===== config.mk =====
export PLATFORM = sky130hd
export DESIGN_NAME = mdio_frame_ctrl
export DESIGN_NICKNAME = d
export VERILOG_FILES = /design/src/rtl/mdio_pkg.sv /design/src/rtl/mdio_clkgen.sv /design/src/rtl/mdio_shreg.sv /design/src/rtl/mdio_fsm.sv /design/src/rtl/mdio_frame_ctrl.sv
export SDC_FILE = /design/constraint.sdc
export NUM_CORES = 1
export LEC_CHECK = 0
export BUFFER_PORTS_ARGS = -buffer_cell sky130_fd_sc_hd__buf_2
export CAP_MARGIN = 25
export CORE_MARGIN = 4
export CORE_UTILIZATION = 30
export DETAILED_ROUTE_END_ITERATION = 8
export PLACE_DENSITY_LB_ADDON = 0.15
export SKIP_CTS_REPAIR_TIMING = 1
export SLEW_MARGIN = 20
export SYNTH_ARGS = -nofsm -noshare
export SYNTH_HDL_FRONTEND = slang
export SYNTH_HIERARCHICAL = 1
export SYNTH_SLANG_ARGS = --single-unit

===== constraint.sdc =====
create_clock -name clk -period 7.75 [get_ports clk]
set_input_delay 0.3875 -clock clk [delete_from_list [all_inputs] [get_ports clk]]
set_output_delay 0.3875 -clock clk [all_outputs]
set_load 0.03 [all_outputs]

===== src/rtl/mdio_pkg.sv =====
package mdio_pkg;
    localparam int FRAME_W   = 32;
    localparam int PRE_BITS  = 32;
    localparam int ADDR_BITS = 14;
    localparam int TURN_BITS = 2;
    localparam int DATA_BITS = 16;
    localparam int SEG_CNT_W = $clog2(PRE_BITS + 1);
    localparam int DIR_BIT   = 29;

    localparam logic [1:0] A_FRAME = 2'd0;
    localparam logic [1:0] A_SPEED = 2'd1;
    localparam logic [1:0] A_STAT  = 2'd2;

    typedef enum logic [2:0] {
        ST_IDLE,
        ST_PREAMBLE,
        ST_ADDR,
        ST_TURN,
        ST_DATA
    } mstate_t;
endpackage


===== src/rtl/mdio_clkgen.sv =====
module mdio_clkgen #(
    parameter int DIV_W = 8
) (
    input  logic             clk,
    input  logic             rst_n,
    input  logic             run,
    input  logic [DIV_W-1:0] half,
    output logic             mdc,
    output logic             rise_ev,
    output logic             fall_ev
);
    logic [DIV_W-1:0] cnt;
    logic             ph;
    logic             term;

    assign term = (cnt == half - {{(DIV_W-1){1'b0}}, 1'b1});

    always_ff @(posedge clk) begin
        if (!rst_n || !run) begin
            cnt <= '0;
            ph  <= 1'b0;
        end else if (term) begin
            cnt <= '0;
            ph  <= ~ph;
        end else begin
            cnt <= cnt + 1'b1;
        end
    end

    assign rise_ev = run && term && !ph;
    assign fall_ev = run && term && ph;
    assign mdc     = ph;
endmodule


===== src/rtl/mdio_shreg.sv =====
module mdio_shreg #(
    parameter int W = 32
) (
    input  logic         clk,
    input  logic         rst_n,
    input  logic         load,
    input  logic [W-1:0] load_val,
    input  logic         capture,
    input  logic         shift,
    input  logic         mdio_in,
    output logic [W-1:0] q
);
    logic samp;

    always_ff @(posedge clk) begin
        if (!rst_n) begin
            q    <= '0;
            samp <= 1'b0;
        end else begin
            if (capture) begin
                samp <= mdio_in;
            end
            if (load) begin
                q <= load_val;
            end else if (shift) begin
                q <= {q[W-2:0], samp};
            end
        end
    end
endmodule


===== src/rtl/mdio_fsm.sv =====
module mdio_fsm
    import mdio_pkg::*;
(
    input  logic    clk,
    input  logic    rst_n,
    input  logic    launch,
    input  logic    fall_ev,
    input  logic    rd_mode,
    output mstate_t state,
    output logic    busy,
    output logic    shifting,
    output logic    preamble,
    output logic    drive_en,
    output logic    frame_end
);
    mstate_t              nxt;
    logic [SEG_CNT_W-1:0] idx;
    logic [SEG_CNT_W-1:0] seg_last;
    logic                 last_bit;

    always_comb begin
        unique case (state)
            ST_PREAMBLE: seg_last = SEG_CNT_W'(PRE_BITS - 1);
            ST_ADDR:     seg_last = SEG_CNT_W'(ADDR_BITS - 1);
            ST_TURN:     seg_last = SEG_CNT_W'(TURN_BITS - 1);
            ST_DATA:     seg_last = SEG_CNT_W'(DATA_BITS - 1);
            default:     seg_last = '0;
        endcase
    end

    assign last_bit = fall_ev && (idx == seg_last);

    always_comb begin
        nxt = state;
        unique case (state)
            ST_IDLE:     if (launch)   nxt = ST_PREAMBLE;
            ST_PREAMBLE: if (last_bit) nxt = ST_ADDR;
            ST_ADDR:     if (last_bit) nxt = ST_TURN;
            ST_TURN:     if (last_bit) nxt = ST_DATA;
            ST_DATA:     if (last_bit) nxt = ST_IDLE;
            default:                   nxt = ST_IDLE;
        endcase
    end

    always_ff @(posedge clk) begin
        if (!rst_n) begin
            state <= ST_IDLE;
            idx   <= '0;
        end else begin
            state <= nxt;
            if (state != nxt) begin
                idx <= '0;
            end else if (fall_ev) begin
                idx <= idx + 1'b1;
            end
        end
    end

    always_comb begin
        busy      = 1'b0;
        shifting  = 1'b0;
        preamble  = 1'b0;
        drive_en  = 1'b0;
        frame_end = 1'b0;
        unique case (state)
            ST_IDLE: begin
            end
            ST_PREAMBLE: begin
                busy     = 1'b1;
                preamble = 1'b1;
                drive_en = 1'b1;
            end
            ST_ADDR: begin
                busy     = 1'b1;
                shifting = 1'b1;
                drive_en = 1'b1;
            end
            ST_TURN: begin
                busy     = 1'b1;
                shifting = 1'b1;
                drive_en = !(rd_mode && idx == SEG_CNT_W'(TURN_BITS - 1));
            end
            ST_DATA: begin
                busy      = 1'b1;
                shifting  = 1'b1;
                drive_en  = !rd_mode;
                frame_end = last_bit;
            end
            default: begin
            end
        endcase
    end
endmodule


===== src/rtl/mdio_frame_ctrl.sv =====
module mdio_frame_ctrl
    import mdio_pkg::*;
#(
    parameter int DIV_W = 8
) (
    input  logic        clk,
    input  logic        rst_n,
    input  logic        host_we,
    input  logic [1:0]  host_addr,
    input  logic [31:0] host_wdata,
    output logic [31:0] host_rdata,
    output logic        mdc,
    output logic        mdio_o,
    output logic        mdio_oe,
    input  logic        mdio_i,
    output logic        busy,
    output logic        done
);
    logic [DIV_W-1:0]   spd_q;
    logic [DIV_W-1:0]   hold_div;
    logic               pend_q;
    logic               done_q;
    logic               rd_mode_q;
    logic [FRAME_W-1:0] frm_q;
    mstate_t            state;
    logic               shifting, preamble, frame_end;
    logic               rise_ev, fall_ev;
    logic               idle, wr_frame, wr_speed, go_frame, go_speed, launch;

    assign idle     = (state == ST_IDLE);
    assign wr_frame = host_we && host_addr == A_FRAME && idle;
    assign wr_speed = host_we && host_addr == A_SPEED;
    assign go_frame = wr_frame && spd_q != '0;
    assign go_speed = wr_speed && idle && pend_q && host_wdata[DIV_W-1:0] != '0;
    assign launch   = go_frame || go_speed;

    always_ff @(posedge clk) begin
        if (!rst_n) begin
            spd_q     <= '0;
            hold_div  <= '0;
            pend_q    <= 1'b0;
            done_q    <= 1'b0;
            rd_mode_q <= 1'b0;
        end else begin
            if (wr_speed) begin
                spd_q <= host_wdata[DIV_W-1:0];
            end
            if (launch) begin
                hold_div  <= go_speed ? host_wdata[DIV_W-1:0] : spd_q;
                rd_mode_q <= go_speed ? frm_q[DIR_BIT] : host_wdata[DIR_BIT];
                pend_q    <= 1'b0;
            end else if (wr_frame) begin
                pend_q <= 1'b1;
            end
            if (frame_end) begin
                done_q <= 1'b1;
            end else if (host_we && host_addr == A_STAT && host_wdata[1]) begin
                done_q <= 1'b0;
            end
        end
    end

    mdio_clkgen #(.DIV_W(DIV_W)) clkgen_i (
        .clk     (clk),
        .rst_n   (rst_n),
        .run     (!idle),
        .half    (hold_div),
        .mdc     (mdc),
        .rise_ev (rise_ev),
        .fall_ev (fall_ev)
    );

    mdio_fsm fsm_i (
        .clk       (clk),
        .rst_n     (rst_n),
        .launch    (launch),
        .fall_ev   (fall_ev),
        .rd_mode   (rd_mode_q),
        .state     (state),
        .busy      (busy),
        .shifting  (shifting),
        .preamble  (preamble),
        .drive_en  (mdio_oe),
        .frame_end (frame_end)
    );

    mdio_shreg #(.W(FRAME_W)) shreg_i (
        .clk      (clk),
        .rst_n    (rst_n),
        .load     (wr_frame),
        .load_val (host_wdata),
        .capture  (rise_ev && shifting),
        .shift    (fall_ev && shifting),
        .mdio_in  (mdio_i),
        .q        (frm_q)
    );

    assign mdio_o = preamble | (shifting & frm_q[FRAME_W-1]);
    assign done   = done_q;

    always_comb begin
        case (host_addr)
            A_FRAME: host_rdata = frm_q;
            A_SPEED: host_rdata = {{(32-DIV_W){1'b0}}, spd_q};
            A_STAT:  host_rdata = {30'd0, done_q, busy};
            default: host_rdata = '0;
        endcase
    end
endmodule


==> results of run 1 <==
metrics by stage:
step | hold slack, ns | utilization, % | setup WS, ns | instances | total power, mW
global route | 0.3190 | 36.03 | 3.219 | 674 | 0.9419
finish | 0.3130 | 36.03 | 3.648 | 674 | 0.8981
detailed placement | 0.5077 | 33.65 | 3.602 | 657 | 0.4878
CTS | 0.3024 | 35.83 | 3.551 | 673 | 0.9165
global placement | 0.5064 | 33.65 | 3.711 | 657 | 0.4872
floorplan | 0.4636 | - | 4.416 | 429 | 0.4568
cells in the mapped netlist (all sizes together):
master / number / share of area [%]
a221oi: 1 / 0.21
o21bai: 1 / 0.18
or4: 3 / 0.71
nand4: 2 / 0.30
a22oi: 8 / 1.4
and2: 28 / 4.1
a21oi: 15 / 1.8
clkbuf: 10 / 0.89
nor4: 4 / 0.74
xor2: 11 / 2.3
nor2b: 11 / 1.6
nand3b: 3 / 0.53
nand4b: 1 / 0.21
a41oi: 2 / 0.41
o21ba: 1 / 0.24
or3: 2 / 0.30
mux2: 33 / 11
xnor2: 14 / 2.9
a211oi: 6 / 1.2
a21o: 2 / 0.36
nor2: 16 / 1.4
o31ai: 1 / 0.30
and3: 5 / 0.74
o211a: 32 / 7.6
o211ai: 2 / 0.68
and4b: 1 / 0.24
nand3: 7 / 0.83
o21ai: 20 / 2.5
or2: 1 / 0.15
nor3: 12 / 1.5
a2111o: 1 / 0.27
or3b: 2 / 0.41
nand2b: 13 / 1.9
and3b: 1 / 0.21
inv: 7 / 0.62
ha: 4 / 1.2
o2111ai: 1 / 0.21
mux2i: 21 / 5.0
dfxtp: 70 / 33
buf: 19 / 3.7
nand2: 8 / 0.71
o311a: 1 / 0.24
or2b: 22 / 3.9
nor3b: 4 / 0.71
critical path: cells and delay by family, from the launching register on:
family                     cells  cell delay [ns]
AOI/OAI and AO/OA              6             1.93
DFF                            1             0.42
buffers and inverters          1             0.07
adders and majority gates      1             0.30
muxes                          1             0.14
and+or+nand+nor                3             1.08
area by class of cell:
type | instances | area [um^2] | area share [%]
inverter | 7 | 26.28 | 0.5274
timing repair buffer | 78 | 420.4 | 8.438
sequential | 70 | 1401 | 28.13
clock buffer | 12 | 256.5 | 5.148
tap | 180 | 225.2 | 4.520
multi-input combinational | 323 | 2608 | 52.34
clock inverter | 4 | 45.04 | 0.9041
logic make-up (layout without fill, tap and decap cells):
kind of cell | after synthesis | after routing | synth area share [%]
xor gates and xnor gates | 25 | 25 | 5.179
buffers and inverters | 36 | 101 | 5.238
and+or+nand+nor | 146 | 146 | 21.34
adders and majority gates | 4 | 4 | 1.184
muxes | 54 | 54 | 16.42
AOI/OAI and AO/OA | 94 | 94 | 17.49
DFF | 70 | 70 | 33.15
sequential cells by signal, indices dropped and copies added (netlist names):
signal and cells:
fsm_i/state 3, spd_q 8, fsm_i/idx 6, clkgen_i/cnt 8
clkgen_i/mdc 1, rd_mode_q 1, shreg_i/q 32, pend_q 1
hold_div 8, shreg_i/samp 1, done 1
how the worst max path moves through the flow:
stage,end,slack [ns],cells past startpoint
floorplan,fsm_i/state[1],4.42,15
global placement,shreg_i/q[31],3.71,10
detailed placement,shreg_i/q[29],3.60,10
CTS,shreg_i/q[29],3.55,10
global route,fsm_i/idx[3],3.22,12
finish,fsm_i/idx[3],3.65,12
report_power, final:
group,switching (mW),total [mW],internal (mW)
registers,0.0116,0.384,0.372
clock network,0.154,0.419,0.265
logic,0.0493,0.0955,0.0462
total,0.215,0.898,0.684
metal layers:
layer | GRT usage [%] | vias to the layer above | part of all wire (%)
met5 | 0 | - | 0
met4 | 3.785 | 0 | 1.3
met3 | 4.421 | 13 | 5.4
met2 | 21.39 | 71 | 46
met1 | 17.08 | 1592 | 47
li1 | - | 1656 | -
==> impl_metrics.ini, run 1 <==
[hold_path]
hold_class = input port to register
min_to = shreg_i/samp
hold_depth = 3
min_from = mdio_i

[global_routing]
antenna_found_initial = 0
grt_max_degree = 63
grt_pass1_wl_mm = 17.26
track_usage_pct = 13.31
grt_pass1_vias = 3353
grt_overflow = 0

[route]
wl_mm = 10.44
firstDrtPassIters = 4
via_count = 3332
wire_per_inst_um = 15.49
postRouteAntennaNets = 0
drt_iter0_markers = 148
drc_errors = 0
via_per_inst = 4.944

[finish]
final_common_cell = buf_2
final_nets = 531
final_cell_area_um2 = 4982
insertedDiodeCount = 0
nFillCells = 1392
mostFrequentLayoutCells = buf_2, dfxtp_1, o211a_1
drive_above_1_share_pct = 27.73
syn_to_final_growth_pct = 17.85

[floorplan]
die_h_um = 126.7
die_area_um2 = 16060
start_util_pct = 30.58
die_w_um = 126.7
io_pins = 75
num_rows = 43
core_um2 = 13830

[timing]
setup_tns_ns = 0
rsz0062_at_grt = false
finalClockSkew_ns = 0.006458
fmaxAchievable_mhz = 243.8
drv_slew = 0
min_period_over_period_pct = 52.93
fin_crit_ns = 4.102
tightestPinTransition_ns = 0.7346
hold_violations = 0
setup_viol = 0
maxSlewHeadroom_pct = 50.94

[synthesis]
syn_area_per_cell_um2 = 9.855
synthesis.nets = 471
ys_seq_area_share_pct = 33.15
syn_inst = 429
synth_seq_cells = 70
syn_area_um2 = 4228
ys.warnings.count = 6
synth_cell_type_count = 55

[placement]
gp_congestion = 0.7440
place_hpwl_mm = 7.223
dpl_cell_area_um2 = 4653
portBuffers = 74

[setup_path]
crit_chain = inv_1 -> ha_1 -> o21ba_1 -> a221oi_1 -> a41oi_1 -> a211oi_2 -> and3_1 -> or3b_1 -> mux2i_1 -> nand4_1 -> o21bai_1 -> a211oi_1
critPathKind = register to register
reg2reg_slack_ns = 3.65
cp-start-kind = register
arrival_ns = 4.29
slowest_delay_ns = 0.66
r2r_cells = 12
critPathRequiredTime_ns = 7.94
r2r_end = fsm_i/idx[3]
endpoint_kind = register
crit_path_max_fanout = 11
slowest_stage = a211oi_2
r2r_start = hold_div[0]
cp-startpoint = hold_div[0]

[cts]
clock_latency_ns = 0.34
cts-buffers-inserted = 9
cts_buffer_depth = 2
ctsRootBufferMaster = clkbuf_16
htree_levels = 3
cts_sinks = 70
clkTransAtPathRegs_ns = 0.06
cts_tree = yes

[run_status]
status = completed

[pwr]
power.density_nw_per_um2 = 180.3
power_leakage_nw = 2.392
ir_drop_uv = 117.6

[run]
cap_viol_max_count = 0
Note: power is estimated with default switching activity, not from simulation.
==> run 2, diff against run 1 <==
==> constraint.sdc (replaced) <==
create_clock -name clk -period 3.9 [get_ports clk]
set_input_delay 0.195 -clock clk [delete_from_list [all_inputs] [get_ports clk]]
set_output_delay 0.195 -clock clk [all_outputs]
set_load 0.03 [all_outputs]
==> run 2 against run 1 <==
Utilization up 0.22 points; first-iteration DRC count down 15%; count of clock-buffer cells in the layout unchanged; non-clock buffer count up 3; die area unchanged.
==> impl_metrics.ini, run 2 (synthesis results as in run 1) <==
[run_status]
status = completed

[placement]
place_hpwl_mm = 7.520
portBuffers = 74
gp_congestion = 0.8147
dp_cells = 661

[pwr]
ir_drop_uv = 181.8
finalPower_mw = 1.834
power_leakage_nw = 2.409
power.density_nw_per_um2 = 365.8

[finish]
syn_to_final_growth_pct = 18.56
final-seq-area_um2 = 1401
final_nets = 534
mostFrequentLayoutCells = buf_2, dfxtp_1, o211a_1
insertedDiodeCount = 0
multiInputGateArea_um2 = 2608
drive_above_1_share_pct = 27.97
nFillCells = 1384
final_common_cell = buf_2
largest_reg_flops = 32
final_cells = 677
top_register = shreg_i/q

[setup_path]
critPathKind = register to register
cp-start-kind = register
crit_path_max_fanout = 7
endpoint_kind = register
arrival_ns = 3.64
critPathRequiredTime_ns = 4.09

[route]
firstDrtPassIters = 4
wl_mm = 10.61
via_per_inst = 4.932
postRouteAntennaNets = 0
drc_errors = 0
drt_iter0_markers = 126
via_count = 3339
wire_per_inst_um = 15.68

[floorplan]
die_h_um = 126.7
die_w_um = 126.7
core_um2 = 13830
die_area_um2 = 16060
num_rows = 43
start_util_pct = 30.58
io_pins = 75

[timing]
finalClockSkew_ns = 0.007792
maxSlewHeadroom_pct = 57.55
fmaxAchievable_mhz = 290.4
hold_violations = 0
rsz0062_at_grt = false
drv_slew = 0
min_period_over_period_pct = 88.29
timing.hold.ws_ns = 0.1228
setup_viol = 0
setup_tns_ns = 0
fin_crit_ns = 3.443
tightestPinTransition_ns = 0.6191

[global_routing]
grt_pass1_wl_mm = 17.51
antenna_found_initial = 0
grt_pass1_vias = 3340
grt_overflow = 0
track_usage_pct = 13.62
grt_max_degree = 39

[cts]
htree_levels = 3
cts_tree = yes
clkTransAtPathRegs_ns = 0.06
clock_latency_ns = 0.34
cts_sinks = 70
cts-buffers-inserted = 9
ctsRootBufferMaster = clkbuf_16
cts_buffer_depth = 2

[hold_path]
hold_class = input port to register

[run]
cap_viol_max_count = 0
==> run 2: cell types whose count changed in the layout (fill, tap and decap cells not counted), sizes merged <==
cell,before,now
buf,78,81
bufinv,1,2
clkinv,3,2
==> run 2: path summary, 6_finish.rpt <==
check | from | to | slack (ns) | depth (start not counted)
setup / recovery | hold_div[0] | fsm_i/idx[2] | 0.46 | 12
hold / removal | mdio_i | shreg_i/samp | 0.12 | 3
setup reg to reg | hold_div[0] | fsm_i/idx[2] | 0.46 | 12
hold reg to reg | clkgen_i/cnt[0] | clkgen_i/cnt[0] | 0.52 | 1
==> run 2: critical path, cell delays in order, from the launching register on <==
cell and delay [ns]:
dfxtp_1 0.44, inv_1 0.07, ha_1 0.29, o21ba_1 0.20
a221oi_1 0.28, a41oi_1 0.09, a211oi_2 0.25, and3_1 0.21
or3b_1 0.35, mux2i_1 0.13, nand4_1 0.32, o21bai_1 0.52
a211oi_1 0.15
==> run 2: report_power, final <==
part	leakage [nW]	internal [mW]	switching, mW
Sequential	0.569	0.740	0.0228
Clock	0.157	0.575	0.305
Combinational	1.68	0.0921	0.0986
Total	2.41	1.41	0.426
==> run 2: metrics by stage <==
step	cell area (um^2)	setup WS, ns	util (%)
after CTS	5012	0.4792	36.25
after floorplan	4228	0.5665	-
after detailed placement	4696	0.5067	33.96
after global placement	4696	0.6688	33.96
final	5012	0.4565	36.25
after global routing	5012	0.1721	36.25
==> run 2: area by class of cell <==
class	instances	share of cell area (%)
clock buffer	12	4.918
clock inverter	4	1.398
inverter	7	0.5242
multi-input combinational	323	52.02
sequential	70	27.96
tap	180	4.493
timing repair buffer	81	8.687
==> run 2: layer usage <==
| layer | part of all wire [%] | global-route usage (%) |
|---|---|---|
| met5 | 0 | 0 |
| met4 | 1.1 | 3.596 |
| met3 | 4.7 | 4.842 |
| met2 | 46 | 22.01 |
| met1 | 49 | 17.27 |
==> run 3, diff against run 2 <==
--- a/config.mk
+++ b/config.mk
@@ -8,7 +8,7 @@
 export BUFFER_PORTS_ARGS = -buffer_cell sky130_fd_sc_hd__buf_2
 export CAP_MARGIN = 25
 export CORE_MARGIN = 4
-export CORE_UTILIZATION = 30
+export CORE_UTILIZATION = 25
 export DETAILED_ROUTE_END_ITERATION = 8
 export PLACE_DENSITY_LB_ADDON = 0.15
 export SKIP_CTS_REPAIR_TIMING = 1
==> run 3 against run 2 <==
Clock skew down 0.0037 ns; clock power shrank 9.9%; sequential share of layout area barely moved; final area about the same; non-clock buffer count is 2 lower; total power down 4.7%; flip-flop and latch count is the same; die area rose by 19%; cell count rose by 5.6%; setup slack worse by 0.088 ns; first-iteration DRC count is 26% higher; register-to-register slack lost 0.09 ns; critical endpoint is now fsm_i/idx[3]; largest power group unchanged.
==> impl_metrics.ini, run 3 (synthesis results as in run 1) <==
[run_status]
status = completed

[setup_path]
crit_path_max_fanout = 9
endpoint_kind = register
cp_num_buf_inv = 1
slowest_stage = o31ai_2
path_depth = 12
crit_chain = inv_1 -> ha_1 -> o21ba_1 -> a221oi_1 -> a41oi_1 -> a211oi_2 -> and3_1 -> or3b_1 -> mux2i_1 -> nand4_1 -> o31ai_2 -> a211oi_1
critPathCapture = fsm_i/idx[3]
reg2reg_slack_ns = 0.37
r2r_start = hold_div[0]
r2r_cells = 12
r2r_end = fsm_i/idx[3]
critPathRequiredTime_ns = 4.10
slowest_delay_ns = 0.49
arrival_ns = 3.73
critPathKind = register to register
critPathTopFamily = compound AO/OA/AOI/OAI gates
cp-start-kind = register
cp-startpoint = hold_div[0]

[floorplan]
io_pins = 75
die_w_um = 138.0
num_rows = 47
start_util_pct = 25.49
die_h_um = 138.0
die_area_um2 = 19060
core_um2 = 16580

[route]
drc_errors = 0
via_per_inst = 4.617
wire_per_inst_um = 15.65
via_count = 3301
drt_iter0_markers = 159
postRouteAntennaNets = 0
wl_mm = 11.19
firstDrtPassIters = 4

[pwr]
power_leakage_nw = 2.379
p_comb_share_pct = 10.9
p_sw_uw = 430.8
p_int_mw = 1.316
clkPwrFrac_pct = 45.4
swShare_pct = 24.66
power.density_nw_per_um2 = 348.2
ir_drop_uv = 225.3
finalPower_mw = 1.747
power_frac_seq_pct = 43.7

[placement]
place_hpwl_mm = 8.039
portBuffers = 74
gp_congestion = 0.7893
dpl_cell_area_um2 = 4731

[cts]
cts-buffers-inserted = 9
clkTransAtPathRegs_ns = 0.06
cts_sinks = 70
cts_tree = yes
ctsRootBufferMaster = clkbuf_16
htree_levels = 3
clock_latency_ns = 0.34
cts_buffer_depth = 2

[run]
cap_viol_max_count = 0

[timing]
maxSlewHeadroom_pct = 59.01
setup_tns_ns = 0
setup_viol = 0
tightestPinTransition_ns = 0.6130
drv_slew = 0
fin_crit_ns = 3.531
finalClockSkew_ns = 0.004124
fmaxAchievable_mhz = 283.2
min_period_over_period_pct = 90.54
hold_violations = 0
timing.hold.ws_ns = 0.1231

[finish]
insertedDiodeCount = 0
final_nets = 532
largest_reg_flops = 32
top_register = shreg_i/q
syn_to_final_growth_pct = 18.64
drive_above_1_share_pct = 27.47
final_cell_area_um2 = 5016
mostFrequentLayoutCells = buf_2, dfxtp_1, o211a_1
final_util_pct = 30.25
final_common_cell = buf_2

[global_routing]
grt_overflow = 0
grt_max_degree = 64
track_usage_pct = 11.92
grt_pass1_vias = 3323
grt_pass1_wl_mm = 18.35
antenna_found_initial = 0

[hold_path]
hold_class = input port to register
## run 3: changes by cell type in the layout (fill, tap and decap cells not counted)
cell,before,now
bufinv_16,2,0
o21bai_1,1,0
buf_4,6,4
clkbuf_8,1,3
clkbuf_1,2,4
clkinv_2,2,0
o21bai_2,0,1
## run 3: final cells by class
type                    count  area (um^2)
fillers                  1798        11570
well taps                 220        275.3
flip-flops and latches     70         1401
multi-input cells         323         2611
clock buffers              16        281.5
inverters                   7        26.28
repair buffers             79        420.4
## run 3: worst min path at each step
stage,start,endpoint,slack [ns],depth (start not counted)
floorplan,rst_n,done,0.32,1
global placement,mdio_i,shreg_i/samp,0.47,3
detailed placement,mdio_i,shreg_i/samp,0.47,3
CTS,mdio_i,shreg_i/samp,0.11,3
global route,mdio_i,shreg_i/samp,0.13,3
finish,mdio_i,shreg_i/samp,0.12,3
## run 3: metal layers
layer	GRT usage [%]	up-vias	share of wire, %
met2	18.32	65	45
met5	0	-	0
met1	16.25	1563	49
li1	-	1664	-
met3	3.246	9	4.3
met4	3.900	0	1.4
## run 3: metrics by stage
| step | instances | worst slack [ns] |
|---|---|---|
| floorplan | 429 | 0.5665 |
| global placement | 699 | 0.4839 |
| detailed placement | 699 | 0.3733 |
| CTS | 715 | 0.3292 |
| global route | 715 | -0.01132 |
| finish | 715 | 0.3689 |
## run 3: worst reg2reg max path: cells and delay by family, from the launching register on
family,cells,cell delay (ns)
compound gates,6,1.45
flops,1,0.42
mux,1,0.13
fa+ha+maj,1,0.29
buf+inv,1,0.07
simple gates,3,1.04
## run 3: power by group through the flow
stage,registers (mW),clock network [mW],logic [mW]
2_1_floorplan,0.769,0,0.139
3_3_place_gp,0.779,0,0.192
3_5_place_dp,0.779,0,0.193
4_1_cts,0.763,0.827,0.195
5_1_grt,0.767,0.850,0.211
6_report,0.763,0.793,0.191
